**src/rtl/sdtg_pkg.sv**
```systemverilog
package sdtg_pkg;

  typedef enum logic [2:0] {
    CMD_NOP   = 3'd0,
    CMD_ACT   = 3'd1,
    CMD_READ  = 3'd2,
    CMD_WRITE = 3'd3,
    CMD_PRE   = 3'd4
  } cmd_e;

  // strobes from control to the timer datapath
  typedef struct packed {
    logic actStb;
    logic preStb;
  } strobe_t;

endpackage

```
**src/rtl/sdtg_downcnt.sv**
```systemverilog
module sdtg_downcnt #(
  parameter int W = 4
) (
  input  logic         clk,
  input  logic         rst,
  input  logic         load,
  input  logic [W-1:0] loadVal,
  output logic         expired
);
  logic [W-1:0] cnt;

  always_ff @(posedge clk) begin
    if (rst)              cnt <= '0;
    else if (load)        cnt <= loadVal;
    else if (cnt != '0)   cnt <= cnt - 1'b1;
  end

  assign expired = (cnt == '0);
endmodule

```
**src/rtl/sdtg_bank_timers.sv**
```systemverilog
module sdtg_bank_timers
  import sdtg_pkg::*;
#(
  parameter int NUM_BANKS = 4,
  parameter int TW        = 4,
  localparam int BANK_W   = $clog2(NUM_BANKS)
) (
  input  logic                 clk,
  input  logic                 rst,
  input  strobe_t              stb,
  input  logic [BANK_W-1:0]    bankSel,
  input  logic [TW-1:0]        cfgPrechargeGap,
  input  logic [TW-1:0]        cfgOpenMin,
  input  logic [TW-1:0]        cfgActToCol,
  input  logic [TW-1:0]        cfgActToAct,
  input  logic [TW-1:0]        cfgRowCycle,
  output logic [NUM_BANKS-1:0] rpDone,
  output logic [NUM_BANKS-1:0] rasDone,
  output logic [NUM_BANKS-1:0] rcdDone,
  output logic [NUM_BANKS-1:0] rcDone,
  output logic [NUM_BANKS-1:0] bankOpen,
  output logic                 rrdDone
);

  for (genvar b = 0; b < NUM_BANKS; b++) begin : g_bank
    logic hit, actHere, preHere;
    assign hit     = (bankSel == BANK_W'(b));
    assign actHere = stb.actStb && hit;
    assign preHere = stb.preStb && hit;

    sdtg_downcnt #(.W(TW)) u_rp  (.clk(clk), .rst(rst), .load(preHere),
                                  .loadVal(cfgPrechargeGap), .expired(rpDone[b]));
    sdtg_downcnt #(.W(TW)) u_ras (.clk(clk), .rst(rst), .load(actHere),
                                  .loadVal(cfgOpenMin), .expired(rasDone[b]));
    sdtg_downcnt #(.W(TW)) u_rcd (.clk(clk), .rst(rst), .load(actHere),
                                  .loadVal(cfgActToCol), .expired(rcdDone[b]));
    sdtg_downcnt #(.W(TW)) u_rc  (.clk(clk), .rst(rst), .load(actHere),
                                  .loadVal(cfgRowCycle), .expired(rcDone[b]));

    always_ff @(posedge clk) begin
      if (rst)          bankOpen[b] <= 1'b0;
      else if (actHere) bankOpen[b] <= 1'b1;
      else if (preHere) bankOpen[b] <= 1'b0;
    end
  end

  sdtg_downcnt #(.W(TW)) u_rrd (.clk(clk), .rst(rst), .load(stb.actStb),
                                .loadVal(cfgActToAct), .expired(rrdDone));
endmodule

```
**src/rtl/sdtg_guard_ctrl.sv**
```systemverilog
module sdtg_guard_ctrl
  import sdtg_pkg::*;
#(
  parameter int NUM_BANKS = 4,
  localparam int BANK_W   = $clog2(NUM_BANKS)
) (
  input  logic                 reqValid,
  input  logic [2:0]           reqCmd,
  input  logic [BANK_W-1:0]    reqBank,
  input  logic [NUM_BANKS-1:0] rpDone,
  input  logic [NUM_BANKS-1:0] rasDone,
  input  logic [NUM_BANKS-1:0] rcdDone,
  input  logic [NUM_BANKS-1:0] rcDone,
  input  logic [NUM_BANKS-1:0] bankOpen,
  input  logic                 rrdDone,
  output logic                 reqGrant,
  output logic                 reqError,
  output strobe_t              stb,
  output logic                 issueValid,
  output logic [2:0]           issueCmd,
  output logic [BANK_W-1:0]    issueBank
);
  logic ready, clash, known;

  always_comb begin
    ready = 1'b0;
    clash = 1'b0;
    known = 1'b1;
    case (reqCmd)
      CMD_ACT: begin
        clash = bankOpen[reqBank];
        ready = rpDone[reqBank] && rcDone[reqBank] && rrdDone;
      end
      CMD_READ, CMD_WRITE: begin
        clash = !bankOpen[reqBank];
        ready = rcdDone[reqBank];
      end
      CMD_PRE: ready = rasDone[reqBank];
      default: known = 1'b0;
    endcase
  end

  always_comb begin
    reqError   = reqValid && known && clash;
    reqGrant   = reqValid && known && !clash && ready;
    stb.actStb = reqGrant && (reqCmd == CMD_ACT);
    stb.preStb = reqGrant && (reqCmd == CMD_PRE);
    issueValid = reqGrant;
    issueCmd   = reqGrant ? reqCmd  : CMD_NOP;
    issueBank  = reqGrant ? reqBank : '0;
  end
endmodule

```
**src/rtl/sdram_timing_guard.sv**
```systemverilog
module sdram_timing_guard
  import sdtg_pkg::*;
#(
  parameter int NUM_BANKS = 4,
  parameter int TW        = 4,
  localparam int BANK_W   = $clog2(NUM_BANKS)
) (
  input  logic              clk,
  input  logic              rst,
  input  logic              reqValid,
  input  logic [2:0]        reqCmd,
  input  logic [BANK_W-1:0] reqBank,
  input  logic [TW-1:0]     cfgPrechargeGap,
  input  logic [TW-1:0]     cfgOpenMin,
  input  logic [TW-1:0]     cfgActToCol,
  input  logic [TW-1:0]     cfgActToAct,
  input  logic [TW-1:0]     cfgRowCycle,
  output logic              reqGrant,
  output logic              reqError,
  output logic              issueValid,
  output logic [2:0]        issueCmd,
  output logic [BANK_W-1:0] issueBank
);
  strobe_t              stb;
  logic [NUM_BANKS-1:0] rpDone, rasDone, rcdDone, rcDone, bankOpen;
  logic                 rrdDone;

  sdtg_guard_ctrl #(.NUM_BANKS(NUM_BANKS)) u_ctrl (
    .reqValid(reqValid), .reqCmd(reqCmd), .reqBank(reqBank),
    .rpDone(rpDone), .rasDone(rasDone), .rcdDone(rcdDone), .rcDone(rcDone),
    .bankOpen(bankOpen), .rrdDone(rrdDone),
    .reqGrant(reqGrant), .reqError(reqError), .stb(stb),
    .issueValid(issueValid), .issueCmd(issueCmd), .issueBank(issueBank));

  sdtg_bank_timers #(.NUM_BANKS(NUM_BANKS), .TW(TW)) u_timers (
    .clk(clk), .rst(rst), .stb(stb), .bankSel(reqBank),
    .cfgPrechargeGap(cfgPrechargeGap), .cfgOpenMin(cfgOpenMin),
    .cfgActToCol(cfgActToCol), .cfgActToAct(cfgActToAct),
    .cfgRowCycle(cfgRowCycle),
    .rpDone(rpDone), .rasDone(rasDone), .rcdDone(rcdDone), .rcDone(rcDone),
    .bankOpen(bankOpen), .rrdDone(rrdDone));
endmodule

```
**config.mk**
```make
export PLATFORM = sky130hd
export DESIGN_NAME = sdram_timing_guard
export DESIGN_NICKNAME = d
export VERILOG_FILES = /design/src/rtl/sdtg_pkg.sv /design/src/rtl/sdtg_downcnt.sv /design/src/rtl/sdtg_bank_timers.sv /design/src/rtl/sdtg_guard_ctrl.sv /design/src/rtl/sdram_timing_guard.sv
export SDC_FILE = /design/constraint.sdc
export NUM_CORES = 1
export LEC_CHECK = 0
export BUFFER_PORTS_ARGS = -buffer_cell sky130_fd_sc_hd__buf_2
export CAP_MARGIN = 20
export CORE_MARGIN = 3
export CORE_UTILIZATION = 45
export DETAILED_ROUTE_END_ITERATION = 10
export GPL_TIMING_DRIVEN = 0
export MAX_ROUTING_LAYER = met4
export RECOVER_POWER = 50
export SLEW_MARGIN = 20
export SYNTH_ARGS = -nofsm -noshare
export SYNTH_HDL_FRONTEND = slang
export SYNTH_SLANG_ARGS = --single-unit
```
**constraint.sdc**
```tcl
create_clock -name clk -period 7.4 [get_ports clk]
set_clock_uncertainty 0.2 [all_clocks]
set_input_delay 0 -clock clk [delete_from_list [all_inputs] [get_ports clk]]
set_output_delay 0 -clock clk [all_outputs]
set_load 0.02 [all_outputs]
```
==> results of run 1 <==
sequential cells by signal (all words and copies together), names as in the netlist:
signal and cells:
u_timers.g_bank.u_ras.cnt 16, u_timers.g_bank.u_rcd.cnt 16, u_timers.u_rrd.cnt 4, u_timers.bankOpen 4, u_timers.g_bank.u_rc.cnt 16, u_timers.g_bank.u_rp.cnt 16
cells by family after synthesis:
family	share of synthesized area (%)
compound gates	12.5
xor+xnor	6.39
fa+ha+maj	9.40
buf+inv	6.28
flops	31.8
mux	10.5
simple gates	23.1
layer usage:
layer,global-route usage [%],vias to the layer above
met1,25.2,1792
met5,-,-
met2,35.5,82
met4,6.66,0
li1,-,1965
met3,3.70,23
worst max-delay path, cell delays in order, from the launching register on:
cell	delay [ns]
dfxtp_1	0.34
inv_1	0.08
ha_1	0.19
nor3b_1	0.56
nand3_1	0.14
o211a_1	0.18
o31ai_1	1.10
clkbuf_1	0.46
clkbuf_1	0.42
and3_1	0.25
buf_2	0.17
cell type report:
cell class / count / area (um^2)
inverter: 37 / 139
buffer: 27 / 113
multi-input combinational: 389 / 2790
sequential: 72 / 1440
tap: 129 / 161
clock buffer: 11 / 141
clock inverter: 5 / 80.1
timing repair buffer: 54 / 374
fill: 910 / 4270
worst paths after layout:
| path | slack [ns] | end | cells past startpoint | from |
|---|---|---|---|---|
| max reg2reg | 3.32 | u_timers.g_bank[1].u_rp.cnt[2] | 10 | u_timers.g_bank[3].u_rp.cnt[0] |
| min | 0.06 | u_timers.g_bank[0].u_ras.cnt[3] | 4 | reqBank[0] |
| max | 2.96 | issueCmd[2] | 10 | u_timers.g_bank[3].u_rp.cnt[0] |
| min reg2reg | 0.30 | u_timers.bankOpen[0] | 2 | u_timers.bankOpen[0] |
placed cells by master, fill, tap and decap left out, types with 3 or more instances in the layout:
cell,instances
dfxtp_1,72
nand2_1,57
mux2i_1,42
buf_2,38
inv_1,37
a21oi_1,35
ha_1,34
xnor2_1,26
nand3_1,23
or3_1,22
nor3_1,22
dlygate4sd3_1,21
clkbuf_1,20
o21ai_1,18
o21ai_0,15
a21o_1,10
clkbuf_8,10
nor2_1,8
nor3b_2,8
and3_1,8
nand4_1,8
xor2_1,7
nor3b_1,6
and2_1,5
o311a_1,4
nand3_4,4
nand2b_1,4
or3b_1,3
o211ai_1,3
through the flow:
stage                     cell area, um^2  instances  total power, mW  utilization, %  hold slack, ns
after global routing                 5240        724             2.27            55.1          0.0642
after CTS                            5280        724             2.09            55.6          0.0405
final                                5240        724             2.06            55.1          0.0551
after detailed placement             4850        687             1.72            51.1          0.0672
after global placement               4850        687             1.68            51.1          0.0534
after floorplan                      4530        525             1.51               -         -0.0523
power breakdown:
part	internal, mW	leakage [nW]	switching (mW)
Clock	0.199	0.106	0.156
Sequential	0.539	0.595	0.114
Combinational	0.507	1.72	0.545
Total	1.25	2.42	0.815
==> results.cfg, run 1 <==
[detailed_routing]
vias = 3862
ant_nets = 0
wirelength_um = 11100
vias_per_cell = 5.33
drc = 0
drt_iter0_markers = 126
dr_wl_met3_um = 423
dr_wl_met2_um = 5460
wire_per_inst_um = 15.4
drtPass1Iterations = 5
highest_layer = met4
m1WireLength_um = 5060

[logic_synthesis]
synth_warnings = 0
synth_edf_count = 0
synthCells = 525
synth_area_mm2 = 0.00453
synth_most_common_cell = dfxtp_1
syn_avg_cell_area_um2 = 8.62
synth_top_area_cell = dfxtp_1
synth_common_cells = 72 x dfxtp_1, 57 x nand2_1, 42 x mux2i_1
synthTopCellsByArea = dfxtp_1 32%, ha_1 9.4%, mux2i_1 9.3%, xnor2_1 5.0%, nand2_1 4.7%
ys_ff_latch = 72
netlist.area_leader.share_pct = 31.8
yosysSeqAreaShare_pct = 31.8
async_flop_share_pct = 0
ys_types = 45
ys.flop_type = dfxtp_1
synth_nets = 587

[place]
post-place-ws_ns = 4.48
port_buffers = 33
hpwl_um = 8110
gp_congestion = 0.861

[setup_path]
required_ns = 7.20
critPathCaptureType = primary output
crit_type = flip-flop to primary output
startpoint_type = flip-flop
crit_fanout = 10
cp.arrival_ns = 4.24

[clocking]
hold_buffers = 21
cts-htree-levels = 3
cts_resized = 0
clockBufferDepth = 2
numCtsBuffers = 9
cts_tree = done
root_buffer = clkbuf_8
cts_setup_buffers = 0
clock_sinks = 72
cts.clk_slew.worst_paths_ns = 0.08
clk_latency_ns = 0.35

[timing]
hold_viol = 0
fin_tns_setup_ns = 0
tightest_slew_ns = 1.39
rsz0062_at_grt = false
period_share_pct = 60.0
max_slew_margin_pct = 6.46
period_needed_ns = 4.44
finalMaxSlewViolations = 0
fmax_mhz = 225
finalWorstSetupSlack_ns = 2.96
finalSetupViolCount = 0

[global_routing]
grt-ovfl-total = 0
grt_first_pass_wirelength_um = 18400
grt.total_usage_pct = 20.9
grt_pass1_vias = 3796
antenna_found_initial = 0
grt_start_max_net_pins = 13

[final_layout]
final_nets = 652
area_delta_synth_final_pct = 15.7
antenna_cells = 0
layout-drive-gt1-share_pct = 11.8

[die]
initial_core_util_pct = 47.6
ios = 36
die_x_um = 106
dieArea_mm2 = 0.0113
rows = 35
coreArea_mm2 = 0.00950
die_h_um = 106

[flow_run]
maxCapViolations = 0

[power_and_ir_drop]
leakage_nw = 2.42
ir_worst_vdd_mv = 0.195
power_density_mw_per_mm2 = 393

[outcome]
status = complete, no violations

[hold_path]
min_path_type = primary input to flip-flop
Note: power is estimated with default switching activity, not from simulation.
==> run 2, diff against run 1 <==
--- a/config.mk
+++ b/config.mk
@@ -12,6 +12,7 @@
 export DETAILED_ROUTE_END_ITERATION = 10
 export GPL_TIMING_DRIVEN = 0
 export MAX_ROUTING_LAYER = met4
+export PLACE_DENSITY = 0.65
 export RECOVER_POWER = 50
 export SLEW_MARGIN = 20
 export SYNTH_ARGS = -nofsm -noshare
==> constraint.sdc (replaced) <==
create_clock -name clk -period 3.83 [get_ports clk]
set_clock_uncertainty 0.2 [all_clocks]
set_input_delay 0 -clock clk [delete_from_list [all_inputs] [get_ports clk]]
set_output_delay 0 -clock clk [all_outputs]
set_load 0.02 [all_outputs]
==> run 2 against run 1 <==
Combinational power grew 96%; wire length shrank 1.9%; core utilization grew 0.11 points; non-clock buffer count is the same; count of clock-buffer cells in the layout grew 2; first-iteration DRC count grew 15%; global-route usage shrank 0.42 points; sequential cell count is the same; final cell count is the same; setup slack lost 2.4 ns; largest cell class unchanged.
==> results.cfg, run 2 (synthesis results as in run 1) <==
[global_routing]
grt_pass1_vias = 3876
antenna_found_initial = 0
grt.total_usage_pct = 20.5
grt_start_max_net_pins = 12
grt-ovfl-total = 0
grt_first_pass_wirelength_um = 18200

[hold_path]
min_path_type = primary input to flip-flop

[power_and_ir_drop]
ir_worst_vdd_mv = 0.367
total_power_mw = 3.95
power_density_mw_per_mm2 = 753
leakage_nw = 2.43

[detailed_routing]
drc = 0
drtPass1Iterations = 4
drt_iter0_markers = 145
vias_per_cell = 5.31
wirelength_um = 10900
vias = 3843
wire_per_inst_um = 15.1
ant_nets = 0

[die]
ios = 36
coreArea_mm2 = 0.00950
initial_core_util_pct = 47.6
rows = 35
dieArea_mm2 = 0.0113
die_h_um = 106
die_x_um = 106

[clocking]
cts_resized = 0
clockBufferDepth = 2
hold_buffers = 21
clock_sinks = 72
root_buffer = clkbuf_8
clk_latency_ns = 0.35
cts_tree = done
cts_setup_buffers = 0
cts-htree-levels = 3
numCtsBuffers = 9
cts.clk_slew.worst_paths_ns = 0.07

[final_layout]
layout-drive-gt1-share_pct = 12.1
final_cell_mix = 72 x dfxtp_1, 57 x nand2_1, 42 x mux2i_1, 38 x buf_2, 37 x inv_1
area_delta_synth_final_pct = 15.9
final_nets = 652
antenna_cells = 0
final_common_cell = dfxtp_1
utilization_pct = 55.2

[place]
gp_congestion = 0.853
hpwl_um = 8050
port_buffers = 33

[timing]
max_slew_margin_pct = 43.5
hold_viol = 0
period_needed_ns = 3.31
rsz0062_at_grt = false
period_share_pct = 86.4
finalSetupViolCount = 0
fmax_mhz = 302
finalMaxSlewViolations = 0
tightest_slew_ns = 0.848
fin_tns_setup_ns = 0

[setup_path]
crit_type = flip-flop to primary output
startpoint_type = flip-flop
crit_fanout = 10
required_ns = 3.63
critPathCaptureType = primary output
cp.arrival_ns = 3.11

[outcome]
status = complete, no violations

[flow_run]
maxCapViolations = 0
==> run 2: changes by cell type in the layout (fill, tap and decap cells not counted), sizes merged <==
cell,change
buf,+2
bufinv,-1
clkinv,+1
clkinvlp,-2
==> run 2: layout make-up <==
cell class,instances,area [um^2]
repair buffers,54,374
multi-input cells,389,2800
clock inverters,3,40.0
well taps,129,161
fillers,911,4260
clock buffers,13,159
plain buffers,27,131
flip-flops and latches,72,1440
inverters,37,139
==> run 2: final timing paths <==
check,slack [ns],start,depth (start not counted),endpoint
worst max-delay path,0.52,u_timers.g_bank[3].u_rp.cnt[0],10,issueCmd[0]
worst min-delay path,0.05,reqBank[1],4,u_timers.g_bank[3].u_ras.cnt[3]
worst max register to register,0.56,u_timers.g_bank[2].u_ras.cnt[0],9,u_timers.g_bank[2].u_ras.cnt[0]
worst min register to register,0.28,u_timers.bankOpen[2],2,u_timers.bankOpen[2]
==> run 2: stage by stage <==
stage               std cells  hold slack (ns)  cell area, um^2  setup WS (ns)
finish                    724           0.0517             5250          0.523
global route              724           0.0716             5250          0.291
CTS                       724           0.0365             5260          0.545
detailed placement        687           0.0684             4850          0.925
global placement          687           0.0574             4850          0.963
floorplan                 525          -0.0523             4530           1.15
==> run 2: power breakdown <==
part | switching (mW) | internal [mW] | total [mW]
clock | 0.291 | 0.335 | 0.627
sequential | 0.222 | 1.04 | 1.26
combinational | 1.07 | 0.993 | 2.06
==> run 2: routing by layer <==
metal,GRT usage [%],vias up,part of all wire [%]
li1,-,1964,-
met4,5.18,0,0.91
met3,3.70,8,3.4
met5,-,-,0
met1,25.2,1797,47
met2,34.8,74,49
==> run 2: worst max-delay path, stage by stage (launching register included) <==
cell     delay (ns)
dfxtp_1        0.33
inv_1          0.08
ha_1           0.19
nor3b_1        0.55
nand3_1        0.15
o211a_1        0.20
o31ai_4        0.49
buf_8          0.21
and3_1         0.25
and2_1         0.15
buf_2          0.16
==> run 3, diff against run 2 <==
--- a/config.mk
+++ b/config.mk
@@ -12,7 +12,7 @@
 export DETAILED_ROUTE_END_ITERATION = 10
 export GPL_TIMING_DRIVEN = 0
 export MAX_ROUTING_LAYER = met4
-export PLACE_DENSITY = 0.65
+export PLACE_DENSITY_LB_ADDON = 0.1
 export RECOVER_POWER = 50
 export SLEW_MARGIN = 20
 export SYNTH_ARGS = -nofsm -noshare
==> run 3 against run 2 <==
Core utilization grew 0.22 points; fmax down 1.7%; register-to-register slack lost 0.04 ns; setup slack worse by 0.058 ns; hold slack lost 0.0032 ns; sequential share of layout area down 0.11 points; via count fell by 1.8%; sequential cell count did not move; clock power up 8.0%; critical endpoint is now issueBank[0]; largest cell class unchanged; largest power group unchanged.
==> results.cfg, run 3 (synthesis results as in run 1) <==
[outcome]
status = complete, no violations

[setup_path]
critPathCaptureType = primary output
startpoint_type = flip-flop
r2r_setup_slack_ns = 0.52
cpPeakStageDelay_ns = 0.57
r2r-start = u_timers.g_bank[3].u_ras.cnt[0]
r2r-end = u_timers.g_bank[1].u_rc.cnt[0]
reg2regPathDepth = 9
cp-endpoint = issueBank[0]
crit_fanout = 10
required_ns = 3.63
slowest_stage = nor3b_1
crit_chain = inv_1 -> ha_1 -> nor3b_1 -> nand3_1 -> o211a_1 -> o31ai_4 -> buf_8 -> and3_1 -> and2_1 -> buf_2
crit_type = flip-flop to primary output
startpoint = u_timers.g_bank[3].u_rp.cnt[0]
cp.arrival_ns = 3.17

[place]
hpwl_um = 8060
place_area_mm2 = 0.00485
gp_congestion = 0.846
port_buffers = 33

[detailed_routing]
ant_nets = 0
drc = 0
m1WireLength_um = 4940
vias_per_cell = 5.22
drtPass1Iterations = 4
drt_iter0_markers = 147
dr_wl_met2_um = 5320
vias = 3773
wire_per_inst_um = 15.0
dr_wl_met3_um = 417
highest_layer = met4
wirelength_um = 10800

[die]
die_x_um = 106
rows = 35
die_h_um = 106
initial_core_util_pct = 47.6
dieArea_mm2 = 0.0113
coreArea_mm2 = 0.00950
ios = 36

[clocking]
cts_resized = 0
clockBufferDepth = 2
cts-htree-levels = 3
cts_tree = done
numCtsBuffers = 9
root_buffer = clkbuf_8
clock_sinks = 72
cts.clk_slew.worst_paths_ns = 0.08
clk_latency_ns = 0.35

[power_and_ir_drop]
leakage_nw = 2.44
power_density_mw_per_mm2 = 757
ir_worst_vdd_mv = 0.360
total_power_mw = 3.99

[final_layout]
final_cell_mix = 72 x dfxtp_1, 57 x nand2_1, 42 x mux2i_1, 39 x buf_2, 37 x inv_1
layout-drive-gt1-share_pct = 12.5
area_delta_synth_final_pct = 16.4
n_fill_cell = 889
antenna_cells = 0
fin_area_mm2 = 0.00527
final_nets = 652
final_common_cell = dfxtp_1
utilization_pct = 55.4

[timing]
fmax_mhz = 297
timing.hold.ws_ns = 0.0485
period_share_pct = 87.9
tightest_slew_ns = 0.876
fin_tns_setup_ns = 0
finalMaxSlewViolations = 0
period_needed_ns = 3.37
max_slew_margin_pct = 41.6
rsz0062_at_grt = false
hold_viol = 0
finalSetupViolCount = 0

[global_routing]
grt-ovfl-total = 0
antenna_found_initial = 0
grt_pass1_vias = 3657
grt.total_usage_pct = 20.8
grt_first_pass_wirelength_um = 18200
grt_start_max_net_pins = 13

[hold_path]
worstHoldStart = reqBank[0]
min_path_type = primary input to flip-flop

[flow_run]
maxCapViolations = 0
run 3: area by class of cell:
cell class | instances | area [um^2] | area share [%]
plain buffers | 27 | 133 | 2.52
clock buffers | 10 | 138 | 2.61
clock inverters | 5 | 81.3 | 1.54
inverters | 37 | 139 | 2.64
multi-input cells | 389 | 2800 | 53.2
flip-flops and latches | 72 | 1440 | 27.4
well taps | 129 | 161 | 3.06
repair buffers | 54 | 374 | 7.10
run 3: worst min path at each step:
stage / endpoint / slack, ns / depth (start not counted)
floorplan: u_timers.g_bank[0].u_rp.cnt[0] / -0.05 / 2
global placement: u_timers.u_rrd.cnt[2] / 0.04 / 3
detailed placement: u_timers.u_rrd.cnt[2] / 0.05 / 3
CTS: u_timers.g_bank[0].u_ras.cnt[3] / 0.03 / 4
global route: u_timers.g_bank[3].u_ras.cnt[3] / 0.09 / 4
finish: u_timers.g_bank[0].u_ras.cnt[3] / 0.05 / 4
run 3: timing repair:
item | CTS | global route
buffers inserted | 0 | 0
endpoints found under the hold margin | 68 | 0
hold buffers | 21 | 0
run 3: report_power, final:
part | switching (mW) | internal, mW
sequential | 0.218 | 1.04
clock | 0.296 | 0.381
combinational | 1.05 | 0.996
total | 1.57 | 2.42
run 3: through the flow:
step | cells | worst slack, ns
final | 723 | 0.465
after global placement | 687 | 0.896
after floorplan | 525 | 1.15
after global routing | 723 | 0.296
after detailed placement | 687 | 0.860
after CTS | 723 | 0.439
run 3: critical path, delay by kind of cell (launching register included):
family	cells	cell delay, ns
flops	1	0.34
fa+ha+maj	1	0.19
simple gates	4	1.10
buf+inv	3	0.44
compound gates	2	0.72
run 3: routing by layer:
layer | up-vias | global-route usage, %
met1 | 1725 | 25.5
met4 | 0 | 6.11
met3 | 16 | 3.16
li1 | 1968 | -
met2 | 64 | 35.4
met5 | - | -
